[config.mk]
export PLATFORM = sky130hd
export DESIGN_NAME = acc_unit
export DESIGN_NICKNAME = d
export VERILOG_FILES = /design/src/rtl/acc_pkg.sv /design/src/rtl/acc_ctrl.sv /design/src/rtl/acc_slice.sv /design/src/rtl/acc_reg.sv /design/src/rtl/acc_eflag.sv /design/src/rtl/acc_unit.sv
export SDC_FILE = /design/constraint.sdc
export NUM_CORES = 1
export LEC_CHECK = 0
export BUFFER_PORTS_ARGS = -buffer_cell sky130_fd_sc_hd__buf_2
export CELL_PAD_IN_SITES_DETAIL_PLACEMENT = 1
export CELL_PAD_IN_SITES_GLOBAL_PLACEMENT = 1
export CORE_MARGIN = 10
export CORE_UTILIZATION = 44
export DETAILED_ROUTE_END_ITERATION = 8
export GPL_TIMING_DRIVEN = 0
export HOLD_SLACK_MARGIN = 0.12
export PLACE_DENSITY = 0.89
export SYNTH_ARGS = -nofsm -noshare
export SYNTH_HDL_FRONTEND = slang
export SYNTH_HIERARCHICAL = 1
export SYNTH_SLANG_ARGS = --single-unit
[constraint.sdc]
create_clock -name clk_i -period 10.01 [get_ports clk_i]
set_input_delay 1.001 -clock clk_i [delete_from_list [all_inputs] [get_ports clk_i]]
set_output_delay 1.001 -clock clk_i [all_outputs]
set_load 0.05 [all_outputs]
[src/rtl/acc_pkg.sv]
package acc_pkg;
  localparam int OP_N     = 11;
  localparam int OP_AND   = 0;
  localparam int OP_ADD   = 1;
  localparam int OP_LDR   = 2;
  localparam int OP_LINP  = 3;
  localparam int OP_COM   = 4;
  localparam int OP_SHR   = 5;
  localparam int OP_SHL   = 6;
  localparam int OP_CLR   = 7;
  localparam int OP_INC   = 8;
  localparam int OP_CLRE  = 9;
  localparam int OP_CME   = 10;

  typedef logic [OP_N-1:0] op_vec_t;

  typedef struct packed {
    logic f_and;
    logic f_add;
    logic f_ldr;
    logic f_linp;
    logic f_com;
    logic f_shr;
    logic f_shl;
  } ld_sel_t;
endpackage

[src/rtl/acc_ctrl.sv]
module acc_ctrl
  import acc_pkg::*;
(
  input  op_vec_t op_i,
  output logic    clr_o,
  output logic    inr_o,
  output logic    ld_o,
  output ld_sel_t sel_o,
  output logic    clr_e_o,
  output logic    cme_o
);
  ld_sel_t raw;

  always_comb begin
    raw.f_and  = op_i[OP_AND];
    raw.f_add  = op_i[OP_ADD];
    raw.f_ldr  = op_i[OP_LDR];
    raw.f_linp = op_i[OP_LINP];
    raw.f_com  = op_i[OP_COM];
    raw.f_shr  = op_i[OP_SHR];
    raw.f_shl  = op_i[OP_SHL];
  end

  // clear > increment > load group
  assign clr_o   = op_i[OP_CLR];
  assign inr_o   = op_i[OP_INC] & ~op_i[OP_CLR];
  assign ld_o    = (|raw) & ~op_i[OP_CLR] & ~op_i[OP_INC];
  assign sel_o   = ld_o ? raw : '0;
  assign clr_e_o = op_i[OP_CLRE];
  assign cme_o   = op_i[OP_CME];
endmodule

[src/rtl/acc_slice.sv]
module acc_slice
  import acc_pkg::*;
#(
  parameter bit HAS_INP = 1'b1
) (
  input  ld_sel_t sel_i,
  input  logic    dr_b_i,
  input  logic    ac_b_i,
  input  logic    inp_b_i,
  input  logic    ac_hi_i,
  input  logic    ac_lo_i,
  input  logic    c_i,
  output logic    d_o,
  output logic    c_o
);
  logic sum;

  assign sum = ac_b_i ^ dr_b_i ^ c_i;
  assign c_o = (ac_b_i & dr_b_i) | (c_i & (ac_b_i ^ dr_b_i));

  always_comb begin
    d_o = ac_b_i;
    if (sel_i.f_and)       d_o = ac_b_i & dr_b_i;
    else if (sel_i.f_add)  d_o = sum;
    else if (sel_i.f_ldr)  d_o = dr_b_i;
    else if (sel_i.f_linp) d_o = HAS_INP ? inp_b_i : ac_b_i;
    else if (sel_i.f_com)  d_o = ~ac_b_i;
    else if (sel_i.f_shr)  d_o = ac_hi_i;
    else if (sel_i.f_shl)  d_o = ac_lo_i;
  end
endmodule

[src/rtl/acc_reg.sv]
module acc_reg #(
  parameter int W = 16
) (
  input  logic         clk_i,
  input  logic         rst_ni,
  input  logic         clr_i,
  input  logic         inr_i,
  input  logic         ld_i,
  input  logic [W-1:0] d_i,
  output logic [W-1:0] q_o
);
  localparam logic [W-1:0] ONE = W'(1);

  always_ff @(posedge clk_i or negedge rst_ni) begin
    if (!rst_ni)    q_o <= '0;
    else if (clr_i) q_o <= '0;
    else if (inr_i) q_o <= q_o + ONE;
    else if (ld_i)  q_o <= d_i;
  end

  assert_clear_R7: assert property (@(posedge clk_i) disable iff (!rst_ni)
    clr_i |=> q_o == '0);
  assert_inc_wrap_R8: assert property (@(posedge clk_i) disable iff (!rst_ni)
    (inr_i && !clr_i) |=> q_o == $past(q_o) + ONE);
  assert_hold_R11: assert property (@(posedge clk_i) disable iff (!rst_ni)
    (!clr_i && !inr_i && !ld_i) |=> $stable(q_o));
endmodule

[src/rtl/acc_eflag.sv]
module acc_eflag (
  input  logic clk_i,
  input  logic rst_ni,
  input  logic clr_e_i,
  input  logic cme_i,
  input  logic add_i,
  input  logic shr_i,
  input  logic shl_i,
  input  logic carry_i,
  input  logic ac_lsb_i,
  input  logic ac_msb_i,
  output logic e_o
);
  always_ff @(posedge clk_i or negedge rst_ni) begin
    if (!rst_ni)      e_o <= 1'b0;
    else if (clr_e_i) e_o <= 1'b0;
    else if (cme_i)   e_o <= ~e_o;
    else if (add_i)   e_o <= carry_i;
    else if (shr_i)   e_o <= ac_lsb_i;
    else if (shl_i)   e_o <= ac_msb_i;
  end

  assert_clr_e_R9: assert property (@(posedge clk_i) disable iff (!rst_ni)
    clr_e_i |=> !e_o);
  assert_cme_R9: assert property (@(posedge clk_i) disable iff (!rst_ni)
    (cme_i && !clr_e_i) |=> e_o != $past(e_o));
  assert_e_hold_R8: assert property (@(posedge clk_i) disable iff (!rst_ni)
    (!clr_e_i && !cme_i && !add_i && !shr_i && !shl_i) |=> $stable(e_o));
endmodule

[src/rtl/acc_unit.sv]
module acc_unit
  import acc_pkg::*;
#(
  parameter int W     = 16,
  parameter int IN_W  = 8
) (
  input  logic            clk_i,
  input  logic            rst_ni,
  input  logic [OP_N-1:0] op_i,
  input  logic [W-1:0]    dr_i,
  input  logic [IN_W-1:0] inp_i,
  output logic [W-1:0]    acc_o,
  output logic            e_o,
  output logic            zero_o,
  output logic            sign_o
);
  logic          clr, inr, ld, clr_e, cme;
  ld_sel_t       sel;
  logic [W-1:0]  d_next;
  logic [W:0]    carry;

  acc_ctrl u_ctrl (
    .op_i    (op_i),
    .clr_o   (clr),
    .inr_o   (inr),
    .ld_o    (ld),
    .sel_o   (sel),
    .clr_e_o (clr_e),
    .cme_o   (cme)
  );

  assign carry[0] = 1'b0;

  for (genvar i = 0; i < W; i++) begin : g_bit
    logic hi_b, lo_b, inp_b;
    assign hi_b  = (i == W-1) ? e_o : acc_o[(i == W-1) ? i : i+1];
    assign lo_b  = (i == 0)   ? e_o : acc_o[(i == 0) ? i : i-1];
    if (i < IN_W) begin : g_in
      assign inp_b = inp_i[i];
    end else begin : g_noin
      assign inp_b = 1'b0;
    end
    acc_slice #(.HAS_INP(i < IN_W)) u_slice (
      .sel_i   (sel),
      .dr_b_i  (dr_i[i]),
      .ac_b_i  (acc_o[i]),
      .inp_b_i (inp_b),
      .ac_hi_i (hi_b),
      .ac_lo_i (lo_b),
      .c_i     (carry[i]),
      .d_o     (d_next[i]),
      .c_o     (carry[i+1])
    );
  end

  acc_reg #(.W(W)) u_reg (
    .clk_i  (clk_i),
    .rst_ni (rst_ni),
    .clr_i  (clr),
    .inr_i  (inr),
    .ld_i   (ld),
    .d_i    (d_next),
    .q_o    (acc_o)
  );

  acc_eflag u_eflag (
    .clk_i    (clk_i),
    .rst_ni   (rst_ni),
    .clr_e_i  (clr_e),
    .cme_i    (cme),
    .add_i    (sel.f_add),
    .shr_i    (sel.f_shr),
    .shl_i    (sel.f_shl),
    .carry_i  (carry[W]),
    .ac_lsb_i (acc_o[0]),
    .ac_msb_i (acc_o[W-1]),
    .e_o      (e_o)
  );

  assign zero_o = ~|acc_o;
  assign sign_o = acc_o[W-1];

  // input constraint: one load strobe at a time; E strobes exclusive with E writers
  assert_ld_onehot_R7: assert property (@(posedge clk_i) disable iff (!rst_ni)
    $onehot0(op_i[OP_SHL:OP_AND]));
  assert_e_strobe_excl_R9: assert property (@(posedge clk_i) disable iff (!rst_ni)
    (op_i[OP_CLRE] || op_i[OP_CME]) |->
      (!(op_i[OP_CLRE] && op_i[OP_CME]) && !op_i[OP_ADD] && !op_i[OP_SHR] && !op_i[OP_SHL]));

  assert_and_R2: assert property (@(posedge clk_i) disable iff (!rst_ni)
    sel.f_and |=> acc_o == ($past(acc_o) & $past(dr_i)));
  assert_add_R3: assert property (@(posedge clk_i) disable iff (!rst_ni)
    sel.f_add |=> {e_o, acc_o} == {1'b0, $past(acc_o)} + {1'b0, $past(dr_i)});
  assert_linp_keep_R4: assert property (@(posedge clk_i) disable iff (!rst_ni)
    sel.f_linp |=> acc_o[W-1:IN_W] == $past(acc_o[W-1:IN_W]) && acc_o[IN_W-1:0] == $past(inp_i));
  assert_com_R5: assert property (@(posedge clk_i) disable iff (!rst_ni)
    sel.f_com |=> acc_o == ~$past(acc_o));
  assert_shr_R6: assert property (@(posedge clk_i) disable iff (!rst_ni)
    sel.f_shr |=> {acc_o, e_o} == {$past(e_o), $past(acc_o)});
  assert_shl_R6: assert property (@(posedge clk_i) disable iff (!rst_ni)
    sel.f_shl |=> {e_o, acc_o} == {$past(acc_o), $past(e_o)});
  assert_flags_R10: assert property (@(posedge clk_i) disable iff (!rst_ni)
    sign_o == acc_o[W-1] && zero_o == (acc_o == '0));
endmodule

; Yosys cells after proc, flatten, opt, wreduce, memory -nomap -nowiden
; Index checks and enable logic that the tools add are counted.
[word_totals]
latch_bits = 0
word_cells = 234
output_inout_bits = 19
regBits = 17
inputBits = 37
mem_bits_rw = 0
mem_bits_ro = 0
n_memories = 0
[op_classes]
addsub = 1
div = 0
mul = 0
magnitude_cmp = 0
eq_ne = 1
muxes = 121
bitwise_logic = 99
reduce_logical = 9
shifts = 0
[op_table]
columns = cell, count
row1 = $mux W1, 117
row2 = $mux W16, 3
row3 = $and A1 B1 Y1, 34
row4 = $xor A1 B1 Y1, 31
row5 = $not A1 Y1, 19
row6 = $add A16 B1 Y16 const B, 1
row7 = $reduce_or A16 Y1, 1
row8 = $or A1 B1 Y1, 15
row9 = $reduce_bool A9 Y1, 1
row10 = $reduce_bool A8 Y1, 1
row11 = $mux W7, 1
row12 = $reduce_or A7 Y1, 1
row13 = $ne A6 B3 Y1 const B, 1
row14 = $reduce_bool A5 Y1, 1
row15 = $reduce_and A3 Y1, 1
row16 = $reduce_bool A3 Y1, 1
row17 = $reduce_and A2 Y1, 1
row18 = $logic_not A1 Y1, 1

; Longest topological paths before layout
[depth]
depth_word = 35
mapped_depth = 21
depth_no_buf = 21

; Cells and area by module
; Netlist, hierarchy kept.
[by_module_without_submodules]
columns = module, cells_each, instances, seq_area_each_um2, area_each_um2
row1 = acc_reg, 117, 1, 400.4, 1068.5
row2 = acc_slice at g_bit[0].u_slice ..., 15, 8, 0.0, 127.6
row3 = acc_slice at g_bit[10].u_slice ..., 15, 8, 0.0, 126.4
row4 = acc_ctrl, 15, 1, 0.0, 113.9
row5 = acc_eflag, 8, 1, 25.0, 77.6
row6 = acc_unit, 7, 1, 0.0, 45.0

; Least setup slack after synthesis
; No wires, ideal clock.
[synth_path]
path_kind = input to register
from = input dr_i[0]
to = register u_reg.q_o[15]
slack_ps = 1875
setup_ps = 111
t_arrival_ps = 8024
t_required_ps = 9899
path_buffers = 0
path_stages = 21
cell_sequence = fa_1 > fa_1 > fa_1 > fa_1 > fa_1 > fa_1 > fa_1 > fa_1 > fa_1 > fa_1 > fa_1 > fa_1 > fa_1 > fa_1 > fa_1 > fa_1 > and2_1 > a31oi_1 > o221ai_1 > mux2i_1 > a2111oi_2
[synth_between]
elab_chain_cells = 35
[synth_rtl]
columns = item, line_no
row1 = start: declaration, acc_unit.sv:10  ; input logic [W-1:0] dr_i,
row2 = $and A1 B1 Y1 (2 in series), acc_slice.sv:19  ; assign c_o = (ac_b_i & dr_b_i) | (c_i & (ac_b_i ^ dr_b_i));
row3 = $or A1 B1 Y1, acc_slice.sv:19
row4 = net carry[2], acc_unit.sv:20  ; logic [W:0] carry;
row5 = $and A1 B1 Y1, acc_slice.sv:19
row6 = $or A1 B1 Y1, acc_slice.sv:19
row7 = net carry[3], acc_unit.sv:20
row8 = $and A1 B1 Y1, acc_slice.sv:19
row9 = $or A1 B1 Y1, acc_slice.sv:19
row10 = net carry[4], acc_unit.sv:20
row11 = [2 not listed], --
row12 = net carry[5], acc_unit.sv:20
row13 = [2 not listed], --
row14 = net carry[6], acc_unit.sv:20
row15 = [2 not listed], --
row16 = net carry[7], acc_unit.sv:20
row17 = [2 not listed], --
row18 = net carry[8], acc_unit.sv:20
row19 = [2 not listed], --
row20 = net carry[9], acc_unit.sv:20
row21 = [2 not listed], --
row22 = net carry[10], acc_unit.sv:20
row23 = [2 not listed], --
row24 = net carry[11], acc_unit.sv:20
row25 = [2 not listed], --
row26 = net carry[12], acc_unit.sv:20
row27 = [2 not listed], --
row28 = net carry[13], acc_unit.sv:20
row29 = [2 not listed], --
row30 = net carry[14], acc_unit.sv:20
row31 = [2 not listed], --
row32 = net carry[15], acc_unit.sv:20
row33 = $xor A1 B1 Y1, acc_slice.sv:18  ; assign sum = ac_b_i ^ dr_b_i ^ c_i;
row34 = $mux W1, acc_slice.sv:24  ; else if (sel_i.f_add) d_o = sum;
row35 = $mux W1, acc_slice.sv:23  ; if (sel_i.f_and) d_o = ac_b_i & dr_b_i;
row36 = net d_next[15], acc_unit.sv:19  ; logic [W-1:0] d_next;
row37 = $mux W16, acc_reg.sv:18  ; else if (ld_i) q_o <= d_i;
row38 = $mux W16, acc_reg.sv:17  ; else if (inr_i) q_o <= q_o + ONE;
row39 = $mux W16, acc_reg.sv:16  ; else if (clr_i) q_o <= '0;
row40 = end signal: assignment, acc_reg.sv:17
row41 = end signal: assignment, acc_reg.sv:18
row42 = end: declaration, acc_reg.sv:10  ; output logic [W-1:0] q_o
; The timed path passes the listed nets, and every way through them passes these cells. The select of a mux whose other input is x is not followed.
; A chain may end at the register's enable or synchronous reset.

; Worst setup path in the final report
[layout_path]
from = input dr_i[0]
to = register u_reg.q_o[15]
[layout_between]
elab_chain_cells = 35
[layout_rtl]
columns = item, line_no
row1 = $and A1 B1 Y1, acc_slice.sv:19
row2 = net carry[1], acc_unit.sv:20
row3 = $and A1 B1 Y1, acc_slice.sv:19
row4 = $or A1 B1 Y1, acc_slice.sv:19
row5 = net carry[2], acc_unit.sv:20
row6 = $and A1 B1 Y1, acc_slice.sv:19
row7 = $or A1 B1 Y1, acc_slice.sv:19
row8 = net carry[3], acc_unit.sv:20
row9 = [2 not listed], --
row10 = net carry[4], acc_unit.sv:20
row11 = [2 not listed], --
row12 = net carry[5], acc_unit.sv:20
row13 = [2 not listed], --
row14 = net carry[6], acc_unit.sv:20
row15 = [2 not listed], --
row16 = net carry[7], acc_unit.sv:20
row17 = [2 not listed], --
row18 = net carry[8], acc_unit.sv:20
row19 = [2 not listed], --
row20 = net carry[9], acc_unit.sv:20
row21 = [2 not listed], --
row22 = net carry[10], acc_unit.sv:20
row23 = [2 not listed], --
row24 = net carry[11], acc_unit.sv:20
row25 = [2 not listed], --
row26 = net carry[12], acc_unit.sv:20
row27 = [2 not listed], --
row28 = net carry[13], acc_unit.sv:20
row29 = [2 not listed], --
row30 = net carry[14], acc_unit.sv:20
row31 = [2 not listed], --
row32 = net carry[15], acc_unit.sv:20
row33 = $xor A1 B1 Y1, acc_slice.sv:18
row34 = $mux W1, acc_slice.sv:24
row35 = $mux W1, acc_slice.sv:23
row36 = net d_next[15], acc_unit.sv:19
row37 = $mux W16, acc_reg.sv:18
row38 = $mux W16, acc_reg.sv:17
row39 = $mux W16, acc_reg.sv:16
; The timed path passes the listed nets, and every way through them passes these cells. The select of a mux whose other input is x is not followed.

==> flow_metrics.tcl <==
set metrics [dict create \
    r2r_slack_ns 1.68 \
    hold_viol 0 \
    clk_root_buffer_cell "clkbuf_8" \
    vias 3286 \
    netlist_area_um2 3340 \
    antenna_found_initial 0 \
    rows 31 \
    fin_crit_sh 0.861 \
    hold_path.class "flip-flop to flip-flop" \
    drtPass1Iterations 4 \
    gp_congestion 0.877 \
    p_total_uw 291 \
    post_cts_buffers 0 \
    startpoint "dr_i[0]" \
    setup_tns_ns 0 \
    grt_pass1_vias 3508 \
    worstPathRequired_ns 10.15 \
    intPower_uw 162 \
    via_per_inst 6.05 \
    p_seq_frac 0.310 \
    dieWidth_um 107 \
    grt_pass1_wl_um 17400 \
    worst_clock_skew_ns 0.00889 \
    worstSetupStartpointType "input port" \
    power.leakage_uw 0.00157 \
    synth_top_family_by_area "simple AND/OR/NAND/NOR gates" \
    post_cts_resized 0 \
    grt.total_usage 0.175 \
    slew_violations 0 \
    reg2reg_from "u_reg/q_o[0]$_DFFE_PN0P_" \
    muxShareOfSynthArea 0.0814 \
    start_util 0.455 \
    finalWorstPathRequiredPeriod_ns 8.62 \
    antenna_cells 0 \
    avgRoutedWirePerCell_um 18.5 \
    syn_inst 387 \
    die-area_um2 11500 \
    yosysSeqAreaShare 0.127 \
    htreeDepth 1 \
    synth-xor-area-share 0.0131 \
    clk_latency_ns 0.26 \
    p_sw_uw 129 \
    synth_compound_area_frac 0.272 \
    yosysTopAreaCell "dfrtp_1" \
    slew_headroom 0.424 \
    synth-async-reset-ratio 1.00 \
    synth_area_per_cell_um2 8.62 \
    hold_buffers 0 \
    status "finished, final reports clean" \
    hold_path.startpoint "u_eflag/e_o$_DFFE_PN0P_" \
    synth_nets 457 \
    syn_to_final_growth_pct 13.0 \
    grt_max_degree 49 \
    cts_tree "done" \
    drt_iter0_markers 245 \
    drc 0 \
    cp.arrival_ns 8.75 \
    rsz0062_at_grt "false" \
    synthDistinctLibCells 50 \
    yosys.area_share.simple 0.290 \
    ys.flop_type "dfrtp_1" \
    clk_pin_slew_ns 0.07 \
    setup.worst_path.class "input port to flip-flop" \
    synth_top_area_frac 0.127 \
    final_antenna_net_count 0 \
    ir_drop_uv 42.2 \
    setup_violations 0 \
    max_freq_mhz 116 \
    drive_above_1_share 0.257 \
    crit_fanout 3 \
    core_um2 7330 \
    netlist_top_cells_area "dfrtp_1 (13%), fa_1 (9.6%), o221ai_1 (8.4%)" \
    cts_inserted_buffers 3 \
    ios 56 \
    die_h_um 107 \
    synth-edff-count 0 \
    num-nets-final 515 \
    synth_adder_area_share 0.160 \
    clkPwrFrac 0.184 \
    powerDensity_nw_per_um2 77.1 \
    end_kind "flip-flop" \
    dp_hpwl_um 7240 \
    ys_warn_count 6 \
    clockBufferDepth 2 \
    p_comb_frac 0.506 \
    portBuffers 53 \
    swShare 0.442 \
    clock-sinks 17 \
    finalWirelength_um 10000 \
    grt_overflow 0 \
    max_cap_violations 0 \
    ys_ff_latch 17 \
    timing.hold.ws_ns 0.562 \
    tightest_slew_ns 0.864 \
]
==> area by class of cell <==
class | instances | area (um2)
fill | 907 | 3560
multi-input combinational | 325 | 2730
sequential | 17 | 425
timing repair buffer | 53 | 265
inverter | 35 | 131
tap | 99 | 124
buffer | 10 | 52.6
clock buffer | 3 | 41.3
clock inverter | 1 | 5.00
==> per-stage QoR <==
stage | setup WS, ns | std cells | util | cell area, um2
after global routing | 1.22 | 543 | 0.515 | 3770
final | 1.39 | 543 | 0.515 | 3770
after CTS | 1.36 | 543 | 0.515 | 3770
after floorplan | 1.87 | 387 | - | 3340
after global placement | 1.24 | 539 | 0.508 | 3730
after detailed placement | 1.11 | 539 | 0.508 | 3730
==> state kept, by name, indices dropped and copies added (netlist names) <==
signal and cells:
u_reg/q_o 16, u_eflag/e_o 1
==> layer usage <==
metal	vias up	GRT usage	wire length, um
li1	1567	-	-
met1	1641	0.228	4540
met2	76	0.297	5010
met3	2	0.0329	491
met4	0	0.0251	7
met5	-	0	0
==> path summary, 6_finish.rpt <==
path / to / depth (start not counted)
setup / recovery: u_reg/q_o[15]$_DFFE_PN0P_ / 22
hold / removal: u_eflag/e_o$_DFFE_PN0P_ / 1
setup reg to reg: u_reg/q_o[15]$_DFFE_PN0P_ / 21
hold reg to reg: u_eflag/e_o$_DFFE_PN0P_ / 1
max in group asynchronous: u_reg/q_o[2]$_DFFE_PN0P_ / 1
min in group asynchronous: u_reg/q_o[7]$_DFFE_PN0P_ / 1
==> synthesized netlist by cell type (2+ instances only) <==
cell type,number
a31oi_1,18
mux2i_1,2
nand3_1,4
a22oi_1,2
buf_4,4
o221ai_1,32
nor2b_1,16
a21oi_1,8
and4_1,2
nand4_1,3
and2_1,16
inv_1,34
and2b_1,8
nor4_2,3
and3b_1,16
nand2_1,24
nor3_1,8
and2_2,7
dfrtp_1,17
a2111oi_2,18
a211oi_2,3
xnor2_1,5
nor4_1,9
fa_1,16
nand4_2,2
clkbuf_1,6
nor2_1,41
mux2_4,16
a211oi_1,10
ha_1,17
==> critical path, stage by stage <==
cell       delay, ns
buf_2           0.13
fa_1            0.46
fa_1            0.41
fa_1            0.42
fa_1            0.40
fa_1            0.41
fa_1            0.40
fa_1            0.41
fa_1            0.40
fa_1            0.40
fa_1            0.41
fa_1            0.40
fa_1            0.41
fa_1            0.42
fa_1            0.40
fa_1            0.40
fa_1            0.51
and2_1          0.12
a31oi_1         0.05
o221ai_1        0.25
mux2i_1         0.15
a2111oi_2       0.40
==> cells by family after synthesis <==
family | Yosys count
and+or+nand+nor | 166
AOI/OAI and AO/OA | 101
buffers and inverters | 45
adders and majority gates | 33
muxes | 19
DFF | 17
xor gates and xnor gates | 5
other | 1
==> cell usage in the layout (no fill, tap or decap), types with 2 or more instances in the layout <==
| cell type | Yosys | final |
|---|---|---|
| a31oi_1 | 18 | 18 |
| and4_1 | 2 | 2 |
| a211oi_2 | 3 | 3 |
| nand4_2 | 2 | 2 |
| a22oi_1 | 2 | 2 |
| nor2b_1 | 16 | 16 |
| nor3_1 | 8 | 8 |
| ha_1 | 17 | 17 |
| nand2_1 | 24 | 24 |
| buf_2 | 0 | 53 |
| buf_4 | 4 | 4 |
| and2b_1 | 8 | 8 |
| xnor2_1 | 5 | 5 |
| nor4_2 | 3 | 3 |
| nor4_1 | 9 | 9 |
| a211oi_1 | 10 | 10 |
| inv_1 | 34 | 34 |
| nand4_1 | 3 | 3 |
| o221ai_1 | 32 | 32 |
| and3b_1 | 16 | 16 |
| and2_2 | 7 | 7 |
| mux2i_1 | 2 | 2 |
| clkbuf_8 | 0 | 3 |
| a2111oi_2 | 18 | 18 |
| and2_1 | 16 | 16 |
| nor2_1 | 41 | 41 |
| fa_1 | 16 | 16 |
| mux2_4 | 16 | 16 |
| a21oi_1 | 8 | 8 |
| dfrtp_1 | 17 | 17 |
| nand3_1 | 4 | 4 |
| clkbuf_1 | 6 | 6 |
==> power by group through the flow <==
stage / sequential [uW] / clock (uW) / combinational (uW)
2_1_floorplan: 103 / 0 / 91.6
3_3_place_gp: 90.8 / 0 / 140
3_5_place_dp: 91.4 / 0 / 148
4_1_cts: 90.1 / 54.3 / 148
5_1_grt: 92.7 / 58.3 / 163
6_report: 90.0 / 53.4 / 147
No activity file was read; power rests on OpenSTA's default activity.
